--- config.mk ---
export PLATFORM = sky130hd
export DESIGN_NAME = irq_arbiter
export DESIGN_NICKNAME = d
export VERILOG_FILES = /design/src/rtl/irq_pkg.sv /design/src/rtl/irq_edge_latch.sv /design/src/rtl/irq_ctrl_regs.sv /design/src/rtl/irq_prio_pick.sv /design/src/rtl/irq_arbiter.sv
export SDC_FILE = /design/constraint.sdc
export NUM_CORES = 1
export LEC_CHECK = 0
export ABC_AREA = 1
export BUFFER_PORTS_ARGS = -buffer_cell sky130_fd_sc_hd__buf_2
export CORE_MARGIN = 2
export CORE_UTILIZATION = 40
export CTS_CLUSTER_SIZE = 16
export DETAILED_ROUTE_END_ITERATION = 8
export GPL_ROUTABILITY_DRIVEN = 0
export GPL_TIMING_DRIVEN = 0
export PLACE_DENSITY_LB_ADDON = 0.08
export SYNTH_ARGS = -nofsm -noshare
export SYNTH_HDL_FRONTEND = slang
export SYNTH_HIERARCHICAL = 1
export SYNTH_SLANG_ARGS = --single-unit
--- constraint.sdc ---
create_clock -name clk -period 1.7 [get_ports clk]
set_input_delay 0.34 -clock clk [delete_from_list [all_inputs] [get_ports clk]]
set_output_delay 0.34 -clock clk [all_outputs]
set_load 0.05 [all_outputs]
--- src/rtl/irq_pkg.sv ---
package irq_pkg;
  localparam int VEC_W    = 16;
  localparam int NUM_MASK = 3;
  localparam int NUM_EDGE = 2;  // index 0: non-maskable, index 1: highest maskable

  typedef enum logic [2:0] {
    SRC_NONE = 3'd0,
    SRC_NMI  = 3'd1,
    SRC_HI   = 3'd2,
    SRC_MID  = 3'd3,
    SRC_LO   = 3'd4,
    SRC_GEN  = 3'd5
  } irq_src_e;

  function automatic logic [VEC_W-1:0] src_vector(irq_src_e s);
    case (s)
      SRC_NMI: return 16'h0024;
      SRC_HI:  return 16'h003C;
      SRC_MID: return 16'h0034;
      SRC_LO:  return 16'h002C;
      default: return '0;
    endcase
  endfunction

  function automatic logic src_has_vector(irq_src_e s);
    return (s != SRC_NONE) && (s != SRC_GEN);
  endfunction
endpackage

--- src/rtl/irq_edge_latch.sv ---
module irq_edge_latch (
  input  logic clk,
  input  logic rst_n,
  input  logic din,
  input  logic clr,
  output logic pend
);
  logic prev_q;
  logic rise_w;

  assign rise_w = din & ~prev_q;

  always_ff @(posedge clk) begin
    if (!rst_n) begin
      prev_q <= 1'b0;
      pend   <= 1'b0;
    end else begin
      prev_q <= din;
      if (rise_w)   pend <= 1'b1;
      else if (clr) pend <= 1'b0;
    end
  end
endmodule

--- src/rtl/irq_ctrl_regs.sv ---
module irq_ctrl_regs #(
  parameter int NUM_MASK = 3
) (
  input  logic                clk,
  input  logic                rst_n,
  input  logic                cfg_we,
  input  logic [NUM_MASK-1:0] cfg_mask,
  input  logic                cfg_ie,
  input  logic                accept,
  output logic [NUM_MASK-1:0] mask_q,
  output logic                ie_q
);
  always_ff @(posedge clk) begin
    if (!rst_n) begin
      mask_q <= '1;
      ie_q   <= 1'b0;
    end else begin
      if (cfg_we) mask_q <= cfg_mask;
      if (accept)      ie_q <= 1'b0;
      else if (cfg_we) ie_q <= cfg_ie;
    end
  end
endmodule

--- src/rtl/irq_prio_pick.sv ---
module irq_prio_pick
  import irq_pkg::*;
#(
  parameter int NUM_MASK = 3
) (
  input  logic                nmi_pend,
  input  logic                hi_pend,
  input  logic                mid_lvl,
  input  logic                lo_lvl,
  input  logic                gen_lvl,
  input  logic [NUM_MASK-1:0] mask_q,
  input  logic                ie_q,
  output irq_src_e            win_src
);
  localparam int NUM_REQ = NUM_MASK + 2;

  logic [NUM_MASK-1:0] mreq;
  logic [NUM_REQ-1:0]  elig;

  assign mreq = {hi_pend, mid_lvl, lo_lvl};

  // elig[NUM_REQ-1] is the top rank, elig[0] the general request
  assign elig[NUM_REQ-1] = nmi_pend;
  assign elig[0]         = gen_lvl & ie_q;

  genvar g;
  generate
    for (g = 0; g < NUM_MASK; g++) begin : g_mask
      assign elig[g+1] = mreq[g] & ie_q & ~mask_q[g];
    end
  endgenerate

  function automatic irq_src_e pick(logic [NUM_REQ-1:0] e);
    irq_src_e s;
    s = SRC_NONE;
    for (int i = 0; i < NUM_REQ; i++) begin
      if (e[i]) begin
        case (i)
          0:       s = SRC_GEN;
          1:       s = SRC_LO;
          2:       s = SRC_MID;
          3:       s = SRC_HI;
          default: s = SRC_NMI;
        endcase
      end
    end
    return s;
  endfunction

  assign win_src = pick(elig);
endmodule

--- src/rtl/irq_arbiter.sv ---
module irq_arbiter
  import irq_pkg::*;
(
  input  logic                clk,
  input  logic                rst_n,
  input  logic                nmi_in,
  input  logic                lvl_hi,
  input  logic                lvl_mid,
  input  logic                lvl_lo,
  input  logic                gen_req,
  input  logic                cfg_we,
  input  logic [NUM_MASK-1:0] cfg_mask,
  input  logic                cfg_ie,
  input  logic                take,
  input  logic                clr_hi,
  output logic                irq_pending,
  output logic [VEC_W-1:0]    irq_vector,
  output logic                irq_vectored,
  output logic                gen_ack
);
  logic [NUM_EDGE-1:0] edge_in;
  logic [NUM_EDGE-1:0] edge_clr;
  logic [NUM_EDGE-1:0] edge_pend;
  logic                nmi_pend;
  logic                hi_pend;
  logic                ie_q;
  logic [NUM_MASK-1:0] mask_q;
  logic                accept;
  irq_src_e            win_src;

  assign edge_in  = {lvl_hi, nmi_in};
  assign nmi_pend = edge_pend[0];
  assign hi_pend  = edge_pend[1];
  assign accept   = take & irq_pending;
  assign edge_clr = {clr_hi | (accept & (win_src == SRC_HI)),
                     accept & (win_src == SRC_NMI)};

  genvar g;
  generate
    for (g = 0; g < NUM_EDGE; g++) begin : g_edge
      irq_edge_latch u_lat (
        .clk  (clk),
        .rst_n(rst_n),
        .din  (edge_in[g]),
        .clr  (edge_clr[g]),
        .pend (edge_pend[g])
      );
    end
  endgenerate

  irq_ctrl_regs #(.NUM_MASK(NUM_MASK)) u_regs (
    .clk     (clk),
    .rst_n   (rst_n),
    .cfg_we  (cfg_we),
    .cfg_mask(cfg_mask),
    .cfg_ie  (cfg_ie),
    .accept  (accept),
    .mask_q  (mask_q),
    .ie_q    (ie_q)
  );

  irq_prio_pick #(.NUM_MASK(NUM_MASK)) u_pick (
    .nmi_pend(nmi_pend),
    .hi_pend (hi_pend),
    .mid_lvl (lvl_mid),
    .lo_lvl  (lvl_lo),
    .gen_lvl (gen_req),
    .mask_q  (mask_q),
    .ie_q    (ie_q),
    .win_src (win_src)
  );

  assign irq_pending  = (win_src != SRC_NONE);
  assign irq_vector   = src_vector(win_src);
  assign irq_vectored = src_has_vector(win_src);

  always_ff @(posedge clk) begin
    if (!rst_n) gen_ack <= 1'b0;
    else        gen_ack <= accept & (win_src == SRC_GEN);
  end
endmodule

==> results.md <==
* Seq/Total Area, Yosys at 0.310
* Hold Crit Class: in -> reg
* Drt drc at 0
* Max-cap violations at 0
* Met2 Usage GRT at 0.297
* Logic pwr share at 0.427
* Hold_buf cts at 0
* Root Buffer: clkbuf_4
* H-Tree Depth at 1
* Dpl cells at 137
* TritonCTS clock tree: done
* Most common cell after layout, fill and taps aside: buf_4
* Gr busiest metal: met2
* CP required at 1.36 ns
* Internal power at 417 uW
* Bufs on Longest Clock Path at 2
* Clock share of power at 0.235
* Static Leak at roughly 0.56 nW
* Final Non-Filler Cells at between 100 and 150
* Register area at 185 um2
* Power share of the sequential group at 0.338
* Routed via count at 611
* Synth top area share at 0.310
* Unrepaired setup endpoints after global routing: true
* DRT iter0 DRCs at 2
* CORE AREA at 1330 um2
* Met1 track demand over resource at 0.162
* Minimum clock period at 1.93 ns
* Sw Share at 0.392
* Maximum vdd drop at 465 uV
* WP data arrival at 1.59 ns
* CP Capture Type: output pin
* Die X at 42.1 um
* First-pass GRT wire length at between 2000 and 2500 um
* Max Freq at 519 MHz
* Sw power at 269 uW
* Part of the cycle the worst path needs at 1.13
* Vias/cell at 4.10
* Mapped Area at 582 um2
* Vias in the first global route at 523
* Most frequent cells in the layout: 20 x buf_4, 19 x nand2_1, 15 x buf_2
* Setup TNS at -0.940 ns
* Antenna violations before repair at 0
* Setup WS pre-CTS at -0.146 ns
* CP Class: reg -> out
* HPWL after DPL at 867 um
* Flop and latch count out of synthesis at 9
* CTS sink cnt at 9
* Clk pin slew, worst setup/hold paths at roughly 0.060 ns
* Status: finished, violations left
* Layout area overhead at 57.8%
* Largest net degree at the start of global routing at 12
* Dominant cell type by area after synthesis: dfxtp_1
* Grt ovf at 0
* Fillers at 140
* Pwr Density at 747 nW/um2
* Final Cell Area at 918 um2
* Share of layout cells above drive strength 1 at 0.493
* Worst Path Max Fanout at 3
* Port bufs at 20
* Post-synth cell types at 17
* Overall Global Routing Usage at 0.156
* Fin util at 0.689
* Placed Area at 758 um2
* Final Max Tran Viols at 0
* Mean Syn Cell Area at 6.39 um2
* M3 GR Usage at 0.0259
* Final hold viol count at 0
* Startpoint types: flip-flop
* Clk Latency, worst-skew pair at 0.25 ns
* Die Y at 42.1 um
* Total die area at 1780 um2
* CTS buffer count at 3
* Clock skew at 0.00384 ns
* Ant diodes at 0
* Ranking of synthesized cells by area: dfxtp_1 31%, buf_4 17%, nand2_1 16%
* Hold WS at roughly 0.28 ns
* Antenna Nets Post-Route at 0
* Multi-input gate area in the final layout at 320 um2
* DRT Wirelength at 1300 um
* PnR Total Power at slightly below 700 uW
* PnR worst setup slack at -0.226 ns
* Row count at 13
* Pre-antenna DRT Iters at 4
* Setup-failing EPs final at 6
* Starting Density at 0.436
* Synthesized instance count at 91
* Routed len/inst at 8.71 um
* Failing checks: negative setup slack
* Synth warnings at 6
* Nets@finish at 149
* I/O pin count at 33
-- final timing paths --
kind / from / slack, ns / cells after the start / endpoint
setup / recovery: u_regs/mask_q[2] / -0.23 / 9 / irq_vector[5]
hold / removal: lvl_hi / 0.28 / 3 / g_edge[1].u_lat/prev_q
setup reg to reg: u_regs/mask_q[1] / 0.04 / 11 / gen_ack
hold reg to reg: u_regs/mask_q[2] / 0.45 / 2 / u_regs/mask_q[2]
-- kinds of logic (layout without fill, tap and decap cells) --
kind of cell | count (synthesis) | in the layout | share of synthesized area
AND/OR/NAND/NOR | 46 | 46 | 0.357
buffers and inverters | 32 | 64 | 0.290
flip-flops | 9 | 9 | 0.310
AO/OA/AOI/OAI | 3 | 3 | 0.0366
other | 1 | 12 | 0.00645
-- registers in the layout, indices dropped and copies added (netlist names) --
signal               flops
g_edge.u_lat/pend        2
g_edge.u_lat/prev_q      2
gen_ack                  1
u_regs/ie_q              1
u_regs/mask_q            3
-- power groups by stage --
stage                     Clock (mW)  Combinational, mW  Sequential [mW]
after floorplan                    0              0.205            0.235
after global routing           0.184              0.313            0.233
after CTS                      0.171              0.278            0.232
after global placement             0              0.245            0.236
after detailed placement           0              0.248            0.236
final                          0.161              0.293            0.232
-- worst max-delay path: stages, from the launching register on --
cell and delay (ns):
dfxtp_2 0.31, nand3b_1 0.21, a21oi_2 0.23, inv_2 0.07
nand2_2 0.07, nand2_2 0.06, nand2_4 0.07, nand2_4 0.05
buf_6 0.11, buf_8 0.14
-- routing by layer --
layer | share of wire | up-vias
met4 | 0.0031 | 0
li1 | - | 337
met2 | 0.55 | 20
met5 | 0 | -
met3 | 0.061 | 2
met1 | 0.38 | 252
-- layout make-up --
cell class / count / share of cell area
flip-flops and latches: 9 / 0.202
inverters: 19 / 0.0777
well taps: 15 / 0.0204
plain buffers: 13 / 0.110
repair buffers: 28 / 0.213
clock buffers: 4 / 0.0286
multi-input cells: 61 / 0.349
-- synthesized netlist by cell type --
cell type and instances:
nand2_1 25, nand3b_1 2, inv_2 2, a21oi_1 1, inv_1 17, o21bai_1 1, nand2_2 1, and2_1 1
nor3_2 1, a21oi_2 1, nor2_2 1, dfxtp_1 9, nand3_1 9, nor2_1 5, nand4_1 1, buf_4 13
conb_1 1
-- repair_timing --
action | CTS | global route
endpoints found under the hold margin | 0 | 0
endpoints found under the setup margin | 6 | 6
pin swaps | 3 | 5
buffers inserted | 6 | 2
gates resized for setup | 16 | 11
No activity file was read; power rests on OpenSTA's default activity.
